[src/rtl/hdr_pkg.sv]
// Package: shared types for the header update controller.
// Assumes: nothing beyond IEEE 1800-2017.
package hdr_pkg;

    // Operating mode of the controller, decoded from a single input bit.
    typedef enum logic {
        MODE_CONT   = 1'b0,
        MODE_SINGLE = 1'b1
    } hdr_mode_e;

    // Decision taken in one cycle by the shadow stage.
    typedef struct packed {
        logic imm_start;   // start at once from the written address
        logic handover;    // take the shadow at this frame end
    } hdr_decision_t;

    function automatic hdr_mode_e to_mode(input logic bit_in);
        return bit_in ? MODE_SINGLE : MODE_CONT;
    endfunction

endpackage

[src/rtl/hdr_field_qual.sv]
// Module: hdr_field_qual
// Samples the field indicator at each frame end and says whether the
// current frame end is allowed to hand a header over (top field only).
// Assumes: frame_end is a one-cycle pulse in the clk domain.
module hdr_field_qual (
    input  logic clk,
    input  logic rst_n,
    input  logic frame_end,
    input  logic field_bottom,
    output logic fe_qual,
    output logic field_status
);

    // Frame end that may carry a header hand-over.
    always_comb begin
        fe_qual = frame_end && !field_bottom;
    end

    // Hold the field seen at the most recent frame end.
    always_ff @(posedge clk) begin
        if (!rst_n) begin
            field_status <= 1'b0;
        end else if (frame_end) begin
            field_status <= field_bottom;
        end
    end

    AST_FIELD_HOLD: assert property (@(posedge clk) disable iff (!rst_n)
        !frame_end |=> $stable(field_status)) else $error("field status moved");

endmodule

[src/rtl/hdr_shadow_stage.sv]
// Module: hdr_shadow_stage
// Owns the shadow address and the update-pending bit. Decides each cycle
// whether a write starts at once, is shadowed, or is handed over with a
// qualifying frame end. The newest address always wins.
// Assumes: in single-shot mode the caller only writes when it wants a run.
module hdr_shadow_stage
    import hdr_pkg::*;
#(
    parameter int ADDR_W = 32
) (
    input  logic              clk,
    input  logic              rst_n,
    input  hdr_mode_e         mode,
    input  logic              wr_en,
    input  logic [ADDR_W-1:0] wr_addr,
    input  logic              exec_busy,
    input  logic              fe_qual,
    output hdr_decision_t     dec,
    output logic [ADDR_W-1:0] hand_addr,
    output logic              pending
);

    logic [ADDR_W-1:0] shadow_q;
    logic              shadow_wr;

    // Classify the write and the frame end for this cycle.
    always_comb begin
        dec.imm_start = wr_en && ((mode == MODE_SINGLE) || (!exec_busy && !pending));
        shadow_wr     = wr_en && (mode == MODE_CONT) && !dec.imm_start;
        dec.handover  = (mode == MODE_CONT) && fe_qual && (pending || shadow_wr);
        hand_addr     = shadow_wr ? wr_addr : shadow_q;
    end

    // Shadow register: captures every write that cannot start at once.
    always_ff @(posedge clk) begin
        if (!rst_n) begin
            shadow_q <= '0;
        end else if (shadow_wr) begin
            shadow_q <= wr_addr;
        end
    end

    // Pending bit: set by a shadowed write, cleared on hand-over or single-shot write.
    always_ff @(posedge clk) begin
        if (!rst_n) begin
            pending <= 1'b0;
        end else if (dec.handover || (wr_en && mode == MODE_SINGLE)) begin
            pending <= 1'b0;
        end else if (shadow_wr) begin
            pending <= 1'b1;
        end
    end

    AST_PEND_CLEARS: assert property (@(posedge clk) disable iff (!rst_n)
        (mode == MODE_CONT && pending && fe_qual) |=> !pending) else $error("pending kept");

    AST_PEND_OVERWRITE: assert property (@(posedge clk) disable iff (!rst_n)
        (mode == MODE_CONT && pending && wr_en && !fe_qual) |=> pending) else $error("pending lost");

    AST_NO_DUAL_DECISION: assert property (@(posedge clk) disable iff (!rst_n)
        !(dec.imm_start && dec.handover)) else $error("two starts");

endmodule

[src/rtl/hdr_ref_stage.sv]
// Module: hdr_ref_stage
// Holds the reference address the executor runs from, and issues the
// start request and the completion pulse one cycle after the decision.
// Assumes: imm_start and handover are never high together.
module hdr_ref_stage
    import hdr_pkg::*;
#(
    parameter int ADDR_W = 32
) (
    input  logic              clk,
    input  logic              rst_n,
    input  hdr_mode_e         mode,
    input  hdr_decision_t     dec,
    input  logic [ADDR_W-1:0] wr_addr,
    input  logic [ADDR_W-1:0] hand_addr,
    input  logic              frame_end,
    output logic [ADDR_W-1:0] ref_addr,
    output logic              start,
    output logic              done
);

    // Reference address: loaded by an immediate start or a hand-over.
    always_ff @(posedge clk) begin
        if (!rst_n) begin
            ref_addr <= '0;
        end else if (dec.imm_start) begin
            ref_addr <= wr_addr;
        end else if (dec.handover) begin
            ref_addr <= hand_addr;
        end
    end

    // Start request and completion pulses, each one cycle wide.
    always_ff @(posedge clk) begin
        if (!rst_n) begin
            start <= 1'b0;
            done  <= 1'b0;
        end else begin
            start <= dec.imm_start || dec.handover;
            done  <= frame_end && ((mode == MODE_SINGLE) || dec.handover);
        end
    end

    AST_REF_ONLY_ON_START: assert property (@(posedge clk) disable iff (!rst_n)
        !start |-> $stable(ref_addr)) else $error("ref moved without start");

    AST_SS_DONE: assert property (@(posedge clk) disable iff (!rst_n)
        (mode == MODE_SINGLE && frame_end) |=> done) else $error("single-shot done missing");

endmodule

[src/rtl/hdr_update_ctrl.sv]
// Module: hdr_update_ctrl (top)
// Decides when a written header address takes effect: at once when the
// executor is idle, otherwise at the next top-field frame end; in
// single-shot mode every write starts a run.
// Assumes: all inputs synchronous to clk; frame_end and hdr_wr_en are pulses.
module hdr_update_ctrl
    import hdr_pkg::*;
#(
    parameter int ADDR_W = 32
) (
    input  logic              clk,
    input  logic              rst_n,
    input  logic              single_shot,
    input  logic              hdr_wr_en,
    input  logic [ADDR_W-1:0] hdr_wr_addr,
    input  logic              frame_end,
    input  logic              field_bottom,
    input  logic              exec_busy,
    output logic              exec_start,
    output logic [ADDR_W-1:0] hdr_ref_addr,
    output logic              upd_pending,
    output logic              field_status,
    output logic              frame_done
);

    hdr_mode_e         mode;
    hdr_decision_t     dec;
    logic              fe_qual;
    logic [ADDR_W-1:0] hand_addr;

    // Decode the mode bit into the shared enum.
    always_comb begin
        mode = to_mode(single_shot);
    end

    hdr_field_qual u_field (
        .clk          (clk),
        .rst_n        (rst_n),
        .frame_end    (frame_end),
        .field_bottom (field_bottom),
        .fe_qual      (fe_qual),
        .field_status (field_status)
    );

    hdr_shadow_stage #(.ADDR_W(ADDR_W)) u_shadow (
        .clk       (clk),
        .rst_n     (rst_n),
        .mode      (mode),
        .wr_en     (hdr_wr_en),
        .wr_addr   (hdr_wr_addr),
        .exec_busy (exec_busy),
        .fe_qual   (fe_qual),
        .dec       (dec),
        .hand_addr (hand_addr),
        .pending   (upd_pending)
    );

    hdr_ref_stage #(.ADDR_W(ADDR_W)) u_ref (
        .clk       (clk),
        .rst_n     (rst_n),
        .mode      (mode),
        .dec       (dec),
        .wr_addr   (hdr_wr_addr),
        .hand_addr (hand_addr),
        .frame_end (frame_end),
        .ref_addr  (hdr_ref_addr),
        .start     (exec_start),
        .done      (frame_done)
    );

    AST_IDLE_START: assert property (@(posedge clk) disable iff (!rst_n)
        (!single_shot && hdr_wr_en && !exec_busy && !upd_pending)
        |=> (exec_start && hdr_ref_addr == $past(hdr_wr_addr))) else $error("idle write no start");

    AST_BUSY_SHADOW: assert property (@(posedge clk) disable iff (!rst_n)
        (!single_shot && hdr_wr_en && exec_busy && !frame_end)
        |=> (!exec_start && upd_pending)) else $error("busy write not shadowed");

    AST_BOTTOM_DEFER: assert property (@(posedge clk) disable iff (!rst_n)
        (!single_shot && upd_pending && frame_end && field_bottom)
        |=> (upd_pending && !exec_start)) else $error("bottom field handed over");

    AST_SS_START: assert property (@(posedge clk) disable iff (!rst_n)
        (single_shot && hdr_wr_en) |=> (exec_start && !upd_pending)) else $error("single-shot no start");

    AST_RESET_CLEAR: assert property (@(posedge clk)
        !rst_n |=> (!upd_pending && hdr_ref_addr == '0 && !exec_start)) else $error("reset state");

endmodule

[config.mk]
export PLATFORM = sky130hd
export DESIGN_NAME = hdr_update_ctrl
export DESIGN_NICKNAME = d
export VERILOG_FILES = /design/src/rtl/hdr_pkg.sv /design/src/rtl/hdr_field_qual.sv /design/src/rtl/hdr_shadow_stage.sv /design/src/rtl/hdr_ref_stage.sv /design/src/rtl/hdr_update_ctrl.sv
export SDC_FILE = /design/constraint.sdc
export NUM_CORES = 1
export LEC_CHECK = 0
export CAP_MARGIN = 20
export CORE_ASPECT_RATIO = 1.25
export CORE_MARGIN = 2
export CORE_UTILIZATION = 33
export DETAILED_ROUTE_END_ITERATION = 8
export SYNTH_ARGS = -nofsm -noshare
export SYNTH_HDL_FRONTEND = slang
export SYNTH_SLANG_ARGS = --single-unit
[constraint.sdc]
create_clock -name clk -period 1.4 [get_ports clk]
set_input_delay 0.28 -clock clk [delete_from_list [all_inputs] [get_ports clk]]
set_output_delay 0.28 -clock clk [all_outputs]
set_load 0.05 [all_outputs]
After elaboration in Yosys (flattened, before gate mapping)
Index checks and enable logic that the tools add are counted.
{"block": "op_classes", "mux": 4, "bitwise": 2, "reduce_logical": 20}
{"operator": "$mux W32", "n": 3}
{"operator": "$logic_and A1 B1 Y1", "n": 9}
{"operator": "$logic_or A1 B1 Y1", "n": 5}
{"operator": "$logic_not A1 Y1", "n": 4}
{"operator": "$not A1 Y1", "n": 2}
{"operator": "$reduce_bool A2 Y1", "n": 1}
{"operator": "$reduce_or A2 Y1", "n": 1}
{"operator": "$mux W1", "n": 1}
{"block": "word_totals", "reg_bits": 68, "output_inout_bits": 36}

Depth between registers and ports, before layout
Gate-level depths: netlist of run 1.
{"block": "depth", "word_depth": 10, "mapped_depth": 6, "mapped_depth_nobuf": 4}

Cells and area by module
Synthesis of run 1 repeated with hierarchy kept, for this count alone.
{"block": "hier_totals", "cells_unflattened": 335, "area_unflattened_um2": 3606.0}
{"mod": "hdr_ref_stage", "instances": 1, "cells_each": 147, "area_each_um2": 1824.2}
{"mod": "hdr_shadow_stage", "instances": 1, "cells_each": 184, "area_each_um2": 1739.2}
{"mod": "hdr_field_qual", "instances": 1, "cells_each": 4, "area_each_um2": 42.5}

Worst setup path before layout of run 1
No wires, ideal clock.
{"block": "synth_timing", "kind": "reg-to-reg", "from": "register u_shadow.pending", "to": "register u_ref.ref_addr[15]", "arrival_time_ps": 1625, "required_ps": 1254, "setup_slack_ps": -371, "path_stages_with_launch": 7, "n_path_buf": 2, "cell_sequence": "dfxtp_1 > nor2_2 > o32a_1 > buf_4 > buf_4 > nor2_1 > a211oi_2"}
{"block": "synth_via", "elab_chain_len": 9, "word_cells_on_any_way": 12, "cone_classes": "mux (3); reduce/logical (9)"}
{"element": "start, declared", "line_no": "hdr_shadow_stage.sv:20", "text": "output logic pending"}
{"element": "start signal, assigned", "line_no": "hdr_shadow_stage.sv:46", "text": "pending <= 1'b0;"}
{"element": "start signal, assigned", "line_no": "hdr_shadow_stage.sv:48", "text": "pending <= 1'b0;"}
{"element": "start signal, assigned", "line_no": "hdr_shadow_stage.sv:50", "text": "pending <= 1'b1;"}
{"element": "$logic_not A1 Y1", "line_no": "hdr_shadow_stage.sv:28", "text": "dec.imm_start = wr_en && ((mode == MODE_SINGLE) || (!exec_busy && !pending));"}
{"element": "$logic_and A1 B1 Y1", "line_no": "hdr_shadow_stage.sv:28"}
{"element": "$logic_or A1 B1 Y1", "line_no": "hdr_shadow_stage.sv:28"}
{"element": "$logic_and A1 B1 Y1", "line_no": "hdr_shadow_stage.sv:28"}
{"element": "$logic_not A1 Y1", "line_no": "hdr_shadow_stage.sv:29", "text": "shadow_wr = wr_en && (mode == MODE_CONT) && !dec.imm_start;"}
{"element": "$logic_and A1 B1 Y1", "line_no": "hdr_shadow_stage.sv:29"}
{"element": "$mux W32 / $logic_or A1 B1 Y1 (equally long branches)", "line_no": "hdr_shadow_stage.sv:31, hdr_shadow_stage.sv:30"}
{"element": "$mux W32 / $logic_and A1 B1 Y1 (equally long branches)", "line_no": "hdr_ref_stage.sv:28, hdr_shadow_stage.sv:30"}
{"element": "$mux W32 / $reduce_bool A2 Y1 (equally long branches)"}
{"element": "end signal, assigned", "line_no": "hdr_ref_stage.sv:27", "text": "ref_addr <= wr_addr;"}
{"element": "end signal, assigned", "line_no": "hdr_ref_stage.sv:29", "text": "ref_addr <= hand_addr;"}
{"element": "end, declared", "line_no": "hdr_ref_stage.sv:17", "text": "output logic [ADDR_W-1:0] ref_addr,"}
Parallel ways exist; a longest one is shown, timed or not. The select of a mux whose other input is x is not followed.
A chain may end at the register's enable or synchronous reset.

Final worst setup path of run 1
{"block": "layout_timing", "from": "register u_shadow.pending", "to": "register u_shadow.shadow_q[16]"}
{"block": "layout_via", "elab_chain_len": 7}
{"element": "$logic_not A1 Y1", "line_no": "hdr_shadow_stage.sv:28"}
{"element": "$logic_and A1 B1 Y1", "line_no": "hdr_shadow_stage.sv:28"}
{"element": "$logic_or A1 B1 Y1", "line_no": "hdr_shadow_stage.sv:28"}
{"element": "$logic_and A1 B1 Y1", "line_no": "hdr_shadow_stage.sv:28"}
{"element": "$logic_not A1 Y1", "line_no": "hdr_shadow_stage.sv:29"}
{"element": "$logic_and A1 B1 Y1", "line_no": "hdr_shadow_stage.sv:29"}
{"element": "$mux W32"}
{"element": "end signal, assigned", "line_no": "hdr_shadow_stage.sv:39", "text": "shadow_q <= wr_addr;"}
{"element": "end, declared", "line_no": "hdr_shadow_stage.sv:23", "text": "logic [ADDR_W-1:0] shadow_q;"}
No other way between the ends.

==> results of run 1 <==
==> flip-flops by register name, summed over array words and instances (netlist names) <==
| signal | flops |
|---|---|
| u_ref.start | 1 |
| u_shadow.pending | 1 |
| u_ref.ref_addr | 32 |
| u_field.field_status | 1 |
| u_shadow.shadow_q | 32 |
| u_ref.done | 1 |
==> layout make-up <==
type	count	area, um^2	share of cell area (%)
Clock buffer	12	155	3.35
Timing Repair Buffer	101	1420	30.7
Tap cell	120	150	3.25
Clock inverter	4	46.3	1.00
Inverter	2	7.51	0.162
Multi-Input combinational cell	207	1480	32.0
Sequential cell	68	1370	29.5
==> per-stage QoR <==
step	worst slack, ps	util (%)	hold slack [ps]
6_report	53.7	53.5	288
5_1_grt	-23.8	53.5	309
4_1_cts	17.7	52.1	277
3_5_place_dp	-382	49.6	444
3_3_place_gp	-363	49.6	440
2_1_floorplan	-31.8	-	396
==> how the worst min path moves through the flow <==
stage	from	to	slack, ps
after floorplan	frame_end	u_ref.done$_SDFF_PN0_	400
after CTS	hdr_wr_en	u_shadow.pending$_SDFFE_PP0P_	280
after detailed placement	u_shadow.shadow_q[21]$_SDFF_PN0_	u_shadow.shadow_q[21]$_SDFF_PN0_	440
final	hdr_wr_en	u_shadow.pending$_SDFFE_PP0P_	290
after global routing	hdr_wr_en	u_shadow.pending$_SDFFE_PP0P_	310
after global placement	u_shadow.shadow_q[18]$_SDFF_PN0_	u_shadow.shadow_q[18]$_SDFF_PN0_	440
==> cell usage after synthesis <==
cell	n	area [um^2]
a2111oi_0	1	8.76
a211oi_2	31	388
a21boi_0	18	135
a21boi_1	7	52.6
a21o_1	1	7.51
a21oi_1	8	40.0
and2_1	1	6.26
buf_2	8	40.0
buf_4	2	15.0
buf_6	4	45.0
clkbuf_1	10	37.5
dfxtp_1	68	1360
inv_1	2	7.51
mux2i_1	33	330
nand2_1	66	248
nand3b_1	1	7.51
nor2_1	33	124
nor2_2	1	6.26
nor2b_1	2	12.5
nor3b_2	1	12.5
o211a_1	1	10.0
o21bai_1	1	7.51
o32a_1	1	10.0
==> worst min-delay path: stages <==
cell	delay, ps
buf_2	150
nor2_1	90
a2111oi_0	60
==> power breakdown <==
group | leakage [uW] | switching (uW) | total, uW | internal, uW
Clock | 0.000107 | 737 | 1650 | 916
Sequential | 0.000559 | 117 | 2170 | 2050
Combinational | 0.00117 | 658 | 1320 | 659
Total | 0.00183 | 1510 | 5140 | 3630
==> cells by family (layout without fill, tap and decap cells) <==
logic type             after synthesis  in the layout
AOI/OAI and AO/OA                   69             69
muxes                               33             33
buffers and inverters               26            119
DFF                                 68             68
and+or+nand+nor                    105            105
==> repair_timing <==
item                                    4_1_cts  5_1_grt
endpoints found under the setup margin       11       41
resized for setup                             2       20
gates cloned                                  0        3
hold buffers                                  0        0
setup buffers                                 0        3
==> metal layers <==
| metal | GRT usage [%] | wire (um) | up-vias |
|---|---|---|---|
| li1 | - | - | 1211 |
| met1 | 18.8 | 3370 | 1120 |
| met2 | 25.1 | 3650 | 53 |
| met3 | 2.88 | 281 | 9 |
| met4 | 6.82 | 144 | 0 |
| met5 | 0 | 0 | - |
==> metrics.txt, run 1 <==
status=complete, no violations; Cell Rows=38; die area=between 0.009 and 0.01 mm^2; Area Overhead vs Synth=58.8%; Max FO, Critical Path=11; RSZ-0062 raised after global routing=yes; Routability Congestion=0.708; die span in x=around 88 um; Hold Crit Depth=3; reg2reg end=u_shadow.shadow_q[16]$_SDFF_PN0_; input/output buffers=74; Synth Warn #=0; Setup TNS Final=0 ps; Setup crit end kind=register; fin crit share=96.2%; synthesized area=between 0.002 and 0.003 mm^2; Pwr per Cell Area=~1100 mW/mm^2; mux share of post-synthesis cell area=a little under an eighth; clock sinks=between 60 and 70; Syn Inst Count=approximately 300; Fmax=~740 MHz; Final Total Pwr=5140 uW; Max-slew headroom=75.8%; placed cell area=0.00430 mm^2; Fin. Hold Viols=0; Mapped Nets=between 300 and 400; # setup viols final=0; pin count of the biggest net entering global routing=37; via count=between 2000 and 2500; total track usage=around 15%; most used cell, CP=buf_4; grt total ovfl=0; initial antenna violation count=0; number of global-route vias before repair=~2300; Nets=428; Synth Area per Inst=9.68 um^2; worst-skew pair later-pin latency=~340 ps; Finished Cell Area=around 0.0046 mm^2; clock-pin transition on the worst setup and hold timing paths=70 ps; DRC=0; Setup Skew=around 8 ps; slowest cell delay on critical path=approximately 370 ps; Crit Path Class=reg -> reg; Worst path depth=6; Critical Path Slowest Stage Cell=dfxtp_4; delay-heaviest family, CP=buffers and inverters; HPWL after detailed placement=4.82 mm; FILL cells=790; n_diodes=0; CP endpoint=u_shadow.shadow_q[16]$_SDFF_PN0_; CTS tree=yes; core box area=0.00865 mm^2; CTS buffer count=9; Synth Register Bits=68; Worst-Margin Slew=approximately 350 ps; final worst path period need=between 1000 and 1500 ps; Pleak=~0.0018 uW; R2R Setup Slk=50 ps; drt wl/cell=~14 um; proportion of layout cells with a drive suffix above 1=33.8%; first-pass GRT wire length=roughly 11 mm; post-route ant nets=0; post-synthesis adder-cell area fraction=0%; Pins Over Slew Limit=0; DRT iter0 DRCs=90; WL final=around 7.4 mm; Die H=between 100 and 150 um; cells along the critical path=nor2_4, buf_4, nor3b_4, buf_4, nand2_1, a21boi_0; Clock Path Buffers=2; largest family of logic cells by synthesized area=compound AO/OA/AOI/OAI gates; post-synthesis xor/xnor area fraction=0%; Synth Area in Compound Gates=around 23%; Max VDD drop=between 0.5 and 0.6 mV; dpl cells=between 400 and 500; worst path required time=roughly 1700 ps; # IOs=75; Finished Layout Cells=514; Synth Area in Simple Gates=between 10% and 20%; worst path buffer plus inverter count=2; Root Buffer=clkbuf_8; commonest non-fill, non-tap cells in the layout=dfxtp_1 (67), nand2_1 (66), buf_12 (41); max-cap violation count=0; crit start category=register; H-tree Lvls=3; Initial Utilization=about a third; most common cell after layout, fill and taps aside=dfxtp_1; DRT Pass-1 Iters=4; reg2reg start=u_shadow.pending$_SDFFE_PP0P_; post-synth cell types=23; Avg Vias per Cell=between 4 and 5; Worst Hold Class=in -> reg; sequential area share after synthesis=46.7%; worst path arrival time=about 1600 ps; Worst Setup SP=u_shadow.pending$_SDFFE_PP0P_; Reg2Reg Depth=6
(Power assumes the default switching activity.)
==> run 2, diff against run 1 <==
--- a/config.mk
+++ b/config.mk
@@ -8,8 +8,9 @@
 export CAP_MARGIN = 20
 export CORE_ASPECT_RATIO = 1.25
 export CORE_MARGIN = 2
-export CORE_UTILIZATION = 33
+export CORE_UTILIZATION = 44
 export DETAILED_ROUTE_END_ITERATION = 8
+export PLACE_DENSITY = 0.76
 export SYNTH_ARGS = -nofsm -noshare
 export SYNTH_HDL_FRONTEND = slang
 export SYNTH_SLANG_ARGS = --single-unit
==> metrics.txt, run 2 (synthesized netlist as in run 1, its figures left out) <==
grt met2 use=37.4% (+12 points); Setup crit end kind=register; Critical Path Slowest Stage Cell=dfxtp_4; post-route ant nets=0 (unchanged); commonest non-fill, non-tap cells in the layout=dfxtp_1 (67), nand2_1 (66), buf_12 (44); Top Registers=u_ref.ref_addr (32), u_shadow.shadow_q (32); n_diodes=0 (unchanged); max-cap violation count=0 (unchanged); worst path arrival time=1650 ps (+50 ps); clock sinks=68 (unchanged); Pwr per Cell Area=1110 mW/mm^2 (+0.25%); Fin. Hold Viols=0 (unchanged); fin crit share=99.5% (+3.4 points); Max VDD drop=0.703 mV (+32%); worst-skew pair later-pin latency=340 ps (about the same); clock-pin transition on the worst setup and hold timing paths=70 ps (about the same); DRT Pass-1 Iters=4 (unchanged); DRT iter0 DRCs=143 (+59%); core box area=0.00648 mm^2 (-25%); die area=0.00729 mm^2 (-24%); most common cell after layout, fill and taps aside=dfxtp_1; pin count of the biggest net entering global routing=33 (-11%); Pleak=0.00186 uW (+1.8%); FILL cells=445 (-44%); Fmax=718 MHz (-3.4%); cells along the critical path=nor2_4, buf_6, nor3b_4, buf_6, clkbuf_16, nand2_1, a21boi_0; number of global-route vias before repair=2498 (+11%); # IOs=75 (unchanged); most used cell, CP=buf_6; total track usage=20.6% (+5.6 points); Pins Over Slew Limit=0 (unchanged); Clock Path Buffers=2 (unchanged); fin util=71.9% (+18 points); Finished Layout Cells=482 (-6.2%); dpl cells=460 (-6.5%); Hold Buf Count CTS=0 (unchanged); Worst Hold Class=in -> reg; Area Overhead vs Synth=60.1%; first-pass GRT wire length=11.8 mm (+5.0%); GR peak layer=met2; crit start category=register; status=complete, no violations; Avg Vias per Cell=5.22 (+12%); proportion of layout cells with a drive suffix above 1=32.9% (-0.84 points); CTS tree=yes; slowest cell delay on critical path=370 ps (about the same); GR Util met1=23.2% (+4.5 points); Cell Rows=33 (-13%); HPWL after detailed placement=4.92 mm (+2.0%); delay-heaviest family, CP=buffers and inverters; initial antenna violation count=0 (unchanged); grt total ovfl=0 (unchanged); DRC=0 (unchanged); Nets=430 (+0.47%); Setup Skew=7.64 ps (-0.302 ps); WL final=7.98 mm (+7.1%); CTS buffer count=9 (unchanged); # setup viols final=0 (unchanged); GR Util met3=4.78% (+1.9 points); final worst path period need=1390 ps (+47.1 ps); Root Buffer=clkbuf_8; via count=2515 (+5.1%); H-tree Lvls=3 (unchanged); Worst-Margin Slew=420 ps (+66.2 ps); Routability Congestion=0.722 (+2.0%); Crit Path Class=reg -> reg; Initial Utilization=44.9% (+11 points); Max-slew headroom=71.3% (-4.5 points); worst path required time=1660 ps (about the same); drt wl/cell=16.5 um (+14%); input/output buffers=74 (unchanged); die span in x=76.8 um (-13%); Max FO, Critical Path=8 (-3); worst path buffer plus inverter count=3 (+1); Die H=95.0 um (-13%)
-- run 2: path summary, 6_finish.rpt --
kind / slack [ps] / from / end / cells after the start
max reg2reg: 7 / u_shadow.pending$_SDFFE_PP0P_ / u_shadow.shadow_q[7]$_SDFF_PN0_ / 7
max: 7 / u_shadow.pending$_SDFFE_PP0P_ / u_shadow.shadow_q[7]$_SDFF_PN0_ / 7
min: 280 / hdr_wr_en / u_shadow.pending$_SDFFE_PP0P_ / 3
min reg2reg: 450 / u_shadow.shadow_q[3]$_SDFF_PN0_ / u_shadow.shadow_q[3]$_SDFF_PN0_ / 2
-- run 2: through the flow --
stage | hold slack (ps) | TNS [ps] | setup slack [ps] | total power, uW | instance area (um^2)
CTS | 267 | -5.65 | -5.65 | 5150 | 4510
detailed placement | 448 | -21530 | -395 | 3500 | 4290
finish | 284 | 0 | 6.57 | 5190 | 4660
floorplan | 396 | -388 | -31.8 | 2850 | 2950
global placement | 440 | -19930 | -362 | 3480 | 4290
global route | 315 | -51.2 | -36.4 | 5360 | 4660
-- run 2: final cells by class --
class                   instances  area [um^2]  area share, %
repair buffers                103         1500           32.2
multi-input cells             207         1480           31.6
flip-flops and latches         68         1370           29.3
clock buffers                  14          173           3.70
well taps                      87          109           2.33
clock inverters                 1         30.0          0.644
inverters                       2         7.51          0.161
-- run 2: where the power goes --
part | internal [uW] | switching (uW) | total [uW]
Combinational | 683 | 677 | 1360
Clock | 962 | 696 | 1660
Sequential | 2050 | 120 | 2170
-- run 2: metal layers --
layer  up-vias  part of all wire (%)
met4         0                   1.7
met1      1218                    40
met2        75                    54
met5         -                     0
met3        13                   4.0
li1       1209                     -
-- run 2: worst register-to-register path: cells and delay by family, from the launching register on --
family	cells	cell delay, ps
buf+inv	3	440
simple gates	3	310
compound gates	1	200
flops	1	370
-- run 2: what timing repair did --
action,CTS,global route
resized for setup,3,25
pin swaps,0,4
setup endpoints to repair,20,47
gates cloned,0,4
setup buffers,0,4
==> run 3, diff against run 2 <==
--- a/config.mk
+++ b/config.mk
@@ -9,6 +9,7 @@
 export CORE_ASPECT_RATIO = 1.25
 export CORE_MARGIN = 2
 export CORE_UTILIZATION = 44
+export CTS_CLUSTER_DIAMETER = 100
 export DETAILED_ROUTE_END_ITERATION = 8
 export PLACE_DENSITY = 0.76
 export SYNTH_ARGS = -nofsm -noshare
==> results of run 3 <==
The final DEF is identical to that of run 2; final timing and power are the same.
